==> config.mk <==
export PLATFORM = sky130hd
export DESIGN_NAME = trig_fifo_irq
export DESIGN_NICKNAME = d
export VERILOG_FILES = /design/src/rtl/tlf_pkg.sv /design/src/rtl/tlf_fifo.sv /design/src/rtl/tlf_trail.sv /design/src/rtl/tlf_irq.sv /design/src/rtl/trig_fifo_irq.sv
export SDC_FILE = /design/constraint.sdc
export NUM_CORES = 1
export LEC_CHECK = 0
export BUFFER_PORTS_ARGS = -buffer_cell sky130_fd_sc_hd__buf_2
export CORE_ASPECT_RATIO = 0.6
export CORE_MARGIN = 2
export CORE_UTILIZATION = 67
export DETAILED_ROUTE_END_ITERATION = 7
export PLACE_DENSITY = 0.84
export SLEW_MARGIN = 5
export SYNTH_ARGS = -nofsm -noshare
export SYNTH_HDL_FRONTEND = slang
export SYNTH_SLANG_ARGS = --single-unit
==> constraint.sdc <==
create_clock -name clk_i -period 5 [get_ports clk_i]
set_input_delay 0.75 -clock clk_i [delete_from_list [all_inputs] [get_ports clk_i]]
set_output_delay 0.75 -clock clk_i [all_outputs]
set_load 0.01 [all_outputs]
==> src/rtl/tlf_pkg.sv <==
package tlf_pkg;
  localparam int IRQ_N      = 7;
  localparam int FIELD_W    = 7;
  localparam int IRQ_TX_AE  = 0;
  localparam int IRQ_RX_AF  = 1;
  localparam int IRQ_TX_UNF = 2;
  localparam int IRQ_TX_OVF = 3;
  localparam int IRQ_RX_UNF = 4;
  localparam int IRQ_RX_OVF = 5;
  localparam int IRQ_TRAIL  = 6;
  typedef logic [7:0] byte_t;
endpackage

==> src/rtl/tlf_fifo.sv <==
module tlf_fifo #(
  parameter int DEPTH = 64,
  parameter int LW    = $clog2(DEPTH + 1)
) (
  input  logic          clk_i,
  input  logic          rst_ni,
  input  logic          en_i,
  input  logic          push_i,
  input  tlf_pkg::byte_t wdata_i,
  input  logic          pop_i,
  output tlf_pkg::byte_t rdata_o,
  output logic [LW-1:0] level_o,
  output logic          full_o,
  output logic          empty_o,
  output logic          ovf_o,
  output logic          unf_o
);
  localparam int AW = (DEPTH > 1) ? $clog2(DEPTH) : 1;

  tlf_pkg::byte_t mem_q [DEPTH];
  logic [AW-1:0]  wr_q, rd_q;
  logic [LW-1:0]  level_q;
  logic           push_ok, pop_ok;

  assign full_o  = (level_q == LW'(DEPTH));
  assign empty_o = (level_q == '0);
  assign push_ok = en_i & push_i & ~full_o;
  assign pop_ok  = en_i & pop_i & ~empty_o;
  assign ovf_o   = en_i & push_i & full_o;
  assign unf_o   = en_i & pop_i & empty_o;
  assign rdata_o = empty_o ? '0 : mem_q[rd_q];
  assign level_o = level_q;

  function automatic logic [AW-1:0] nxt(input logic [AW-1:0] p);
    return (p == AW'(DEPTH - 1)) ? '0 : p + 1'b1;
  endfunction

  always_ff @(posedge clk_i) begin
    if (push_ok) mem_q[wr_q] <= wdata_i;
  end

  always_ff @(posedge clk_i or negedge rst_ni) begin
    if (!rst_ni) begin
      wr_q    <= '0;
      rd_q    <= '0;
      level_q <= '0;
    end else if (!en_i) begin
      wr_q    <= '0;
      rd_q    <= '0;
      level_q <= '0;
    end else begin
      if (push_ok) wr_q <= nxt(wr_q);
      if (pop_ok)  rd_q <= nxt(rd_q);
      case ({push_ok, pop_ok})
        2'b10:   level_q <= level_q + 1'b1;
        2'b01:   level_q <= level_q - 1'b1;
        default: level_q <= level_q;
      endcase
    end
  end

  p_level_bound_r3: assert property (@(posedge clk_i) disable iff (!rst_ni)
    level_q <= LW'(DEPTH));
  p_ovf_drop_r4: assert property (@(posedge clk_i) disable iff (!rst_ni)
    (ovf_o && !pop_i) |=> (level_q == $past(level_q)));
  p_unf_zero_r5: assert property (@(posedge clk_i) disable iff (!rst_ni)
    unf_o |-> (rdata_o == '0));
  p_flush_r11: assert property (@(posedge clk_i) disable iff (!rst_ni)
    !en_i |=> (level_q == '0));
endmodule

==> src/rtl/tlf_trail.sv <==
module tlf_trail #(
  parameter int LW = 7
) (
  input  logic                        clk_i,
  input  logic                        rst_ni,
  input  logic                        en_i,
  input  logic                        push_i,
  input  logic [LW-1:0]               level_i,
  input  logic [tlf_pkg::FIELD_W-1:0] trig_i,
  input  logic [3:0]                  len_i,
  output logic                        hit_o
);
  logic [3:0] cnt_q;
  logic       idle;

  assign idle  = ~en_i | (level_i == '0) | push_i;
  assign hit_o = ~idle & (tlf_pkg::FIELD_W'(level_i) < trig_i) & (cnt_q >= len_i);

  always_ff @(posedge clk_i or negedge rst_ni) begin
    if (!rst_ni)              cnt_q <= '0;
    else if (idle)            cnt_q <= '0;
    else if (cnt_q < len_i)   cnt_q <= cnt_q + 1'b1;
  end

  p_trail_empty_r8: assert property (@(posedge clk_i) disable iff (!rst_ni)
    (level_i == '0) |=> (cnt_q == '0));
endmodule

==> src/rtl/tlf_irq.sv <==
module tlf_irq #(
  parameter int N = tlf_pkg::IRQ_N
) (
  input  logic         clk_i,
  input  logic         rst_ni,
  input  logic [N-1:0] set_i,
  input  logic [N-1:0] clr_i,
  input  logic [N-1:0] en_i,
  output logic [N-1:0] stat_o,
  output logic         irq_o
);
  logic [N-1:0] stat_q;

  for (genvar i = 0; i < N; i++) begin : g_bit
    always_ff @(posedge clk_i or negedge rst_ni) begin
      if (!rst_ni)       stat_q[i] <= 1'b0;
      else if (set_i[i]) stat_q[i] <= 1'b1;
      else if (clr_i[i]) stat_q[i] <= 1'b0;
    end

    p_w1c_r9: assert property (@(posedge clk_i) disable iff (!rst_ni)
      (clr_i[i] && !set_i[i]) |=> !stat_q[i]);
    p_set_wins_r9: assert property (@(posedge clk_i) disable iff (!rst_ni)
      set_i[i] |=> stat_q[i]);
  end

  assign stat_o = stat_q;
  assign irq_o  = |(stat_q & en_i);
endmodule

==> src/rtl/trig_fifo_irq.sv <==
module trig_fifo_irq #(
  parameter int DEPTH = 64
) (
  input  logic        clk_i,
  input  logic        rst_ni,
  input  logic [31:0] ctrl_i,
  input  logic [3:0]  trail_len_i,
  input  logic [6:0]  irq_en_i,
  input  logic [6:0]  irq_clr_i,
  output logic [6:0]  irq_stat_o,
  output logic        irq_o,
  output logic [31:0] fifo_stat_o,
  input  logic        tx_wr_i,
  input  logic [7:0]  tx_wdata_i,
  input  logic        rx_rd_i,
  output logic [7:0]  rx_rdata_o,
  input  logic        eng_tx_rd_i,
  output logic [7:0]  eng_tx_data_o,
  input  logic        eng_rx_wr_i,
  input  logic [7:0]  eng_rx_wdata_i
);
  import tlf_pkg::*;
  localparam int LW = $clog2(DEPTH + 1);

  logic               rx_en, tx_en;
  logic [FIELD_W-1:0] rx_trig, tx_trig, tx_lvl7, rx_lvl7;
  logic [LW-1:0]      tx_lvl, rx_lvl;
  logic               tx_full, tx_empty, rx_full, rx_empty;
  logic               tx_ovf, tx_unf, rx_ovf, rx_unf, trail_hit;
  logic [IRQ_N-1:0]   set_vec;
  logic               unused_ctrl;

  assign rx_en       = ctrl_i[0];
  assign tx_en       = ctrl_i[1];
  assign rx_trig     = ctrl_i[10:4];
  assign tx_trig     = ctrl_i[22:16];
  assign unused_ctrl = ^{ctrl_i[31:23], ctrl_i[15:11], ctrl_i[3:2]};

  tlf_fifo #(.DEPTH(DEPTH), .LW(LW)) u_tx (
    .clk_i, .rst_ni, .en_i(tx_en),
    .push_i(tx_wr_i), .wdata_i(tx_wdata_i),
    .pop_i(eng_tx_rd_i), .rdata_o(eng_tx_data_o),
    .level_o(tx_lvl), .full_o(tx_full), .empty_o(tx_empty),
    .ovf_o(tx_ovf), .unf_o(tx_unf)
  );

  tlf_fifo #(.DEPTH(DEPTH), .LW(LW)) u_rx (
    .clk_i, .rst_ni, .en_i(rx_en),
    .push_i(eng_rx_wr_i), .wdata_i(eng_rx_wdata_i),
    .pop_i(rx_rd_i), .rdata_o(rx_rdata_o),
    .level_o(rx_lvl), .full_o(rx_full), .empty_o(rx_empty),
    .ovf_o(rx_ovf), .unf_o(rx_unf)
  );

  tlf_trail #(.LW(LW)) u_trail (
    .clk_i, .rst_ni, .en_i(rx_en), .push_i(eng_rx_wr_i),
    .level_i(rx_lvl), .trig_i(rx_trig), .len_i(trail_len_i),
    .hit_o(trail_hit)
  );

  assign tx_lvl7 = FIELD_W'(tx_lvl);
  assign rx_lvl7 = FIELD_W'(rx_lvl);

  always_comb begin
    set_vec             = '0;
    set_vec[IRQ_TX_AE]  = tx_en & (tx_lvl7 <= tx_trig);
    set_vec[IRQ_RX_AF]  = rx_en & (rx_lvl7 >= rx_trig);
    set_vec[IRQ_TX_UNF] = tx_unf;
    set_vec[IRQ_TX_OVF] = tx_ovf;
    set_vec[IRQ_RX_UNF] = rx_unf;
    set_vec[IRQ_RX_OVF] = rx_ovf;
    set_vec[IRQ_TRAIL]  = trail_hit;
  end

  tlf_irq #(.N(IRQ_N)) u_irq (
    .clk_i, .rst_ni, .set_i(set_vec), .clr_i(irq_clr_i), .en_i(irq_en_i),
    .stat_o(irq_stat_o), .irq_o(irq_o)
  );

  assign fifo_stat_o = {7'd0, rx_empty, rx_full, rx_lvl7,
                        7'd0, tx_empty, tx_full, tx_lvl7};

  p_trail_below_r8: assert property (@(posedge clk_i) disable iff (!rst_ni)
    trail_hit |-> (!rx_empty && !eng_rx_wr_i));
endmodule

==> metrics <==
status=complete, no violations; R2R Setup Slk=1.13 ns; root buffer cell=clkbuf_16; CP endpoint kind=output port; final-report setup violation count=0; 1st-iter DRT viols=4,330; Synth area leaders=edfxtp_1, mux4_2, dfrtp_1; Nets=roughly 2,400; Synth area leader=edfxtp_1; Fin. Hold Viols=0; WL met3=17,780 um; layout cells sized above 1=0.2447; Peak VDD IR=0.3157 mV; cells on worst reg2reg path=5; WP data required=4.25 ns; Total GRT Usage=0.3414; CTS buffer count=91; Synth Area in Simple Gates=0.03890; Worst setup SP type=flip-flop; vias in the first global route=between 20,000 and 25,000; CTS Sinks=around 1,100; R2R Path End=u_tx.mem_q[15][7]; Syn Inst Count=2,150; core area=0.06414 mm^2; sequential-to-total area share from yosys stat=0.7386; kind of critical path=flip-flop to output port; largest net degree at the start of global routing=68; max-slew violations=0; post_cts resized=0; Critical Path AT=approximately 4 ns; Yosys reg bits=1,073; num rows=72; Crit Reg-Reg Startpoint=u_tx.level_o[4]; met2 wire len=slightly below 50,000 um; CTS max path bufs=3; largest family of logic cells by synthesized area=multiplexers; Period minus WS final=4.843 ns; CP Max Fanout=30; htree depth=3; max layer used=met5; die area=0.06673 mm^2; count of cell types in the netlist=roughly 70; xor/xnor cell area share of the yosys netlist=0.004046; via/cell ratio=about 7.4; hold buffers post-CTS=0; Period Utilization, post-route=0.9686; PD cells=about 470 mW/mm^2; TritonCTS clock tree=done; setup bufs post-CTS=0; DRC viols=0; Hold Path Class=primary input to async pin; leak pwr=14.99 nW; gp weighted congestion=~0.9; RSZ-0062 raised after global routing=no; number of fillers in the final layout=3,219; post-synthesis mux area share=0.1658; syn avg cell area=between 20 and 25 um^2; setup TNS=0 ns; Max Clock Skew=0.04341 ns; die height=between 200 and 250 um; Main synth FF type=edfxtp_1; number of I/O pins=~130; Mapped Area=0.04329 mm^2; Ys Warns=0; drt pass-1 iters=8; worst-margin pin slew=approximately 1.4 ns; Port-buffer cells=97; initial antenna violation count=4; first-pass GRT wire length=between 150,000 and 200,000 um; antenna-violating nets left=0; slew margin rel.=0.08474; Peak Freq=206.5 MHz; Reg clk slew, reported paths=about 0.070 ns; vias=23,640; worst hold slack=approximately 0.21 ns; Worst-Skew Late Latency=0.69 ns; Initial Util=0.6749; EDFF count, synth=slightly above 1,000; Post-synth top cells=edfxtp_1, mux4_2, nor2_1, nand2_1, dfrtp_1; Total Wirelength=111,700 um; adder-cell share of the synthesized area=0.007804; max-cap viol count=0; Synth Area in Compound Gates=0.02494; synth-to-layout area growth=9.977%; most frequent cell after synthesis=edfxtp_1; async set-reset flop share out of synthesis=0.04567; detailed placer's ending HPWL=63,400 um; Die W=about 330 um; total congestion overflow=0; Yosys top cell area share=0.7103; met1 wire length=40,430 um; WL/cell=35.08 um
final cells by class:
cell class,count,area (um^2),area share
clock buffer,104,2369,0.04975
sequential,1073,31990,0.6720
clock inverter,66,714.4,0.01501
inverter,38,142.6,0.002996
multi-input combinational,922,10510,0.2207
timing repair buffer,126,805.8,0.01692
antenna,4,10.01,0.0002102
tap,851,1065,0.02236
layout by cell type (no fill, tap or decap), types with 5 or more instances in the layout:
master,n
a2111oi_0,5
a21o_1,5
a21oi_1,18
a22oi_1,12
a31oi_1,17
and2_1,8
buf_12,8
buf_2,96
buf_4,22
bufinv_16,14
clkbuf_1,11
clkbuf_16,93
clkinv_1,18
clkinv_2,22
clkinvlp_4,7
conb_1,14
dfrtp_1,42
edfxtp_1,1024
ha_1,27
inv_1,37
mux2_2,5
mux2i_1,46
mux4_1,17
mux4_2,276
nand2_1,60
nand2b_1,5
nand3_1,37
nand3b_1,5
nand4_1,11
nor2_1,173
nor2b_1,18
nor3_1,15
o211ai_1,6
o21a_1,5
o21ai_0,29
o221ai_1,9
o22ai_1,13
or3_1,10
xnor2_1,11
xor2_1,9
per-layer routing:
metal | vias to the layer above | GRT usage
met5 | - | 0
met4 | 4 | 0.1071
met3 | 387 | 0.1151
met2 | 2288 | 0.4916
met1 | 11940 | 0.5061
li1 | 9021 | -
critical path: stages (launching register included):
cell	delay [ns]
dfrtp_4	0.89
buf_4	0.45
mux4_1	0.62
nor2b_1	0.16
a2111oi_0	0.80
o31ai_1	0.29
buf_2	0.21
per-stage QoR:
stage               worst slack, ns  instance area [um^2]  std cells  total power [mW]    util
floorplan                     2.100                 43340       2163             13.28       -
global placement              1.155                 44490       3009             14.57  0.6937
detailed placement            1.111                 44490       3009             14.70  0.6937
CTS                          0.2471                 47580       3179             22.14  0.7417
global route                0.09308                 47600       3181             22.72  0.7421
finish                       0.1571                 47610       3184             22.25  0.7423
power breakdown:
part	switching [mW]	leakage, nW	internal, mW
combinational	2.47	3.63	2.00
clock	3.35	1.50	4.15
sequential	0.347	9.86	9.93
kinds of logic (layout without fill, tap and decap cells):
family	after synthesis	count (layout)
flip-flops	1073	1073
AND/OR/NAND/NOR	364	364
multiplexers	344	344
buffers and inverters	168	334
AO/OA/AOI/OAI	153	153
adder cells (fa/ha/maj)	27	27
XOR/XNOR	20	20
other	1	18
state kept, by name, summed over array words and instances (netlist names):
| signal | flops |
|---|---|
| u_rx.mem_q | 512 |
| u_tx.mem_q | 512 |
| u_irq.stat_o | 7 |
| u_rx.level_o | 7 |
| u_tx.level_o | 7 |
| u_rx.rd_q | 6 |
| u_rx.wr_q | 6 |
| u_tx.rd_q | 6 |
| u_tx.wr_q | 6 |
| u_trail.cnt_q | 4 |
worst max-delay path by stage:
stage / from / end / slack (ns) / cells past startpoint
4_1_cts: u_tx.rd_q[0] / eng_tx_data_o[2] / 0.25 / 6
6_report: u_tx.rd_q[0] / eng_tx_data_o[2] / 0.16 / 6
2_1_floorplan: u_tx.rd_q[1] / eng_tx_data_o[2] / 2.10 / 7
5_1_grt: u_tx.rd_q[0] / eng_tx_data_o[2] / 0.09 / 6
3_5_place_dp: u_tx.rd_q[0] / eng_tx_data_o[2] / 1.11 / 6
3_3_place_gp: u_tx.rd_q[0] / eng_tx_data_o[4] / 1.15 / 6
Power figures use the tool's default switching activity.
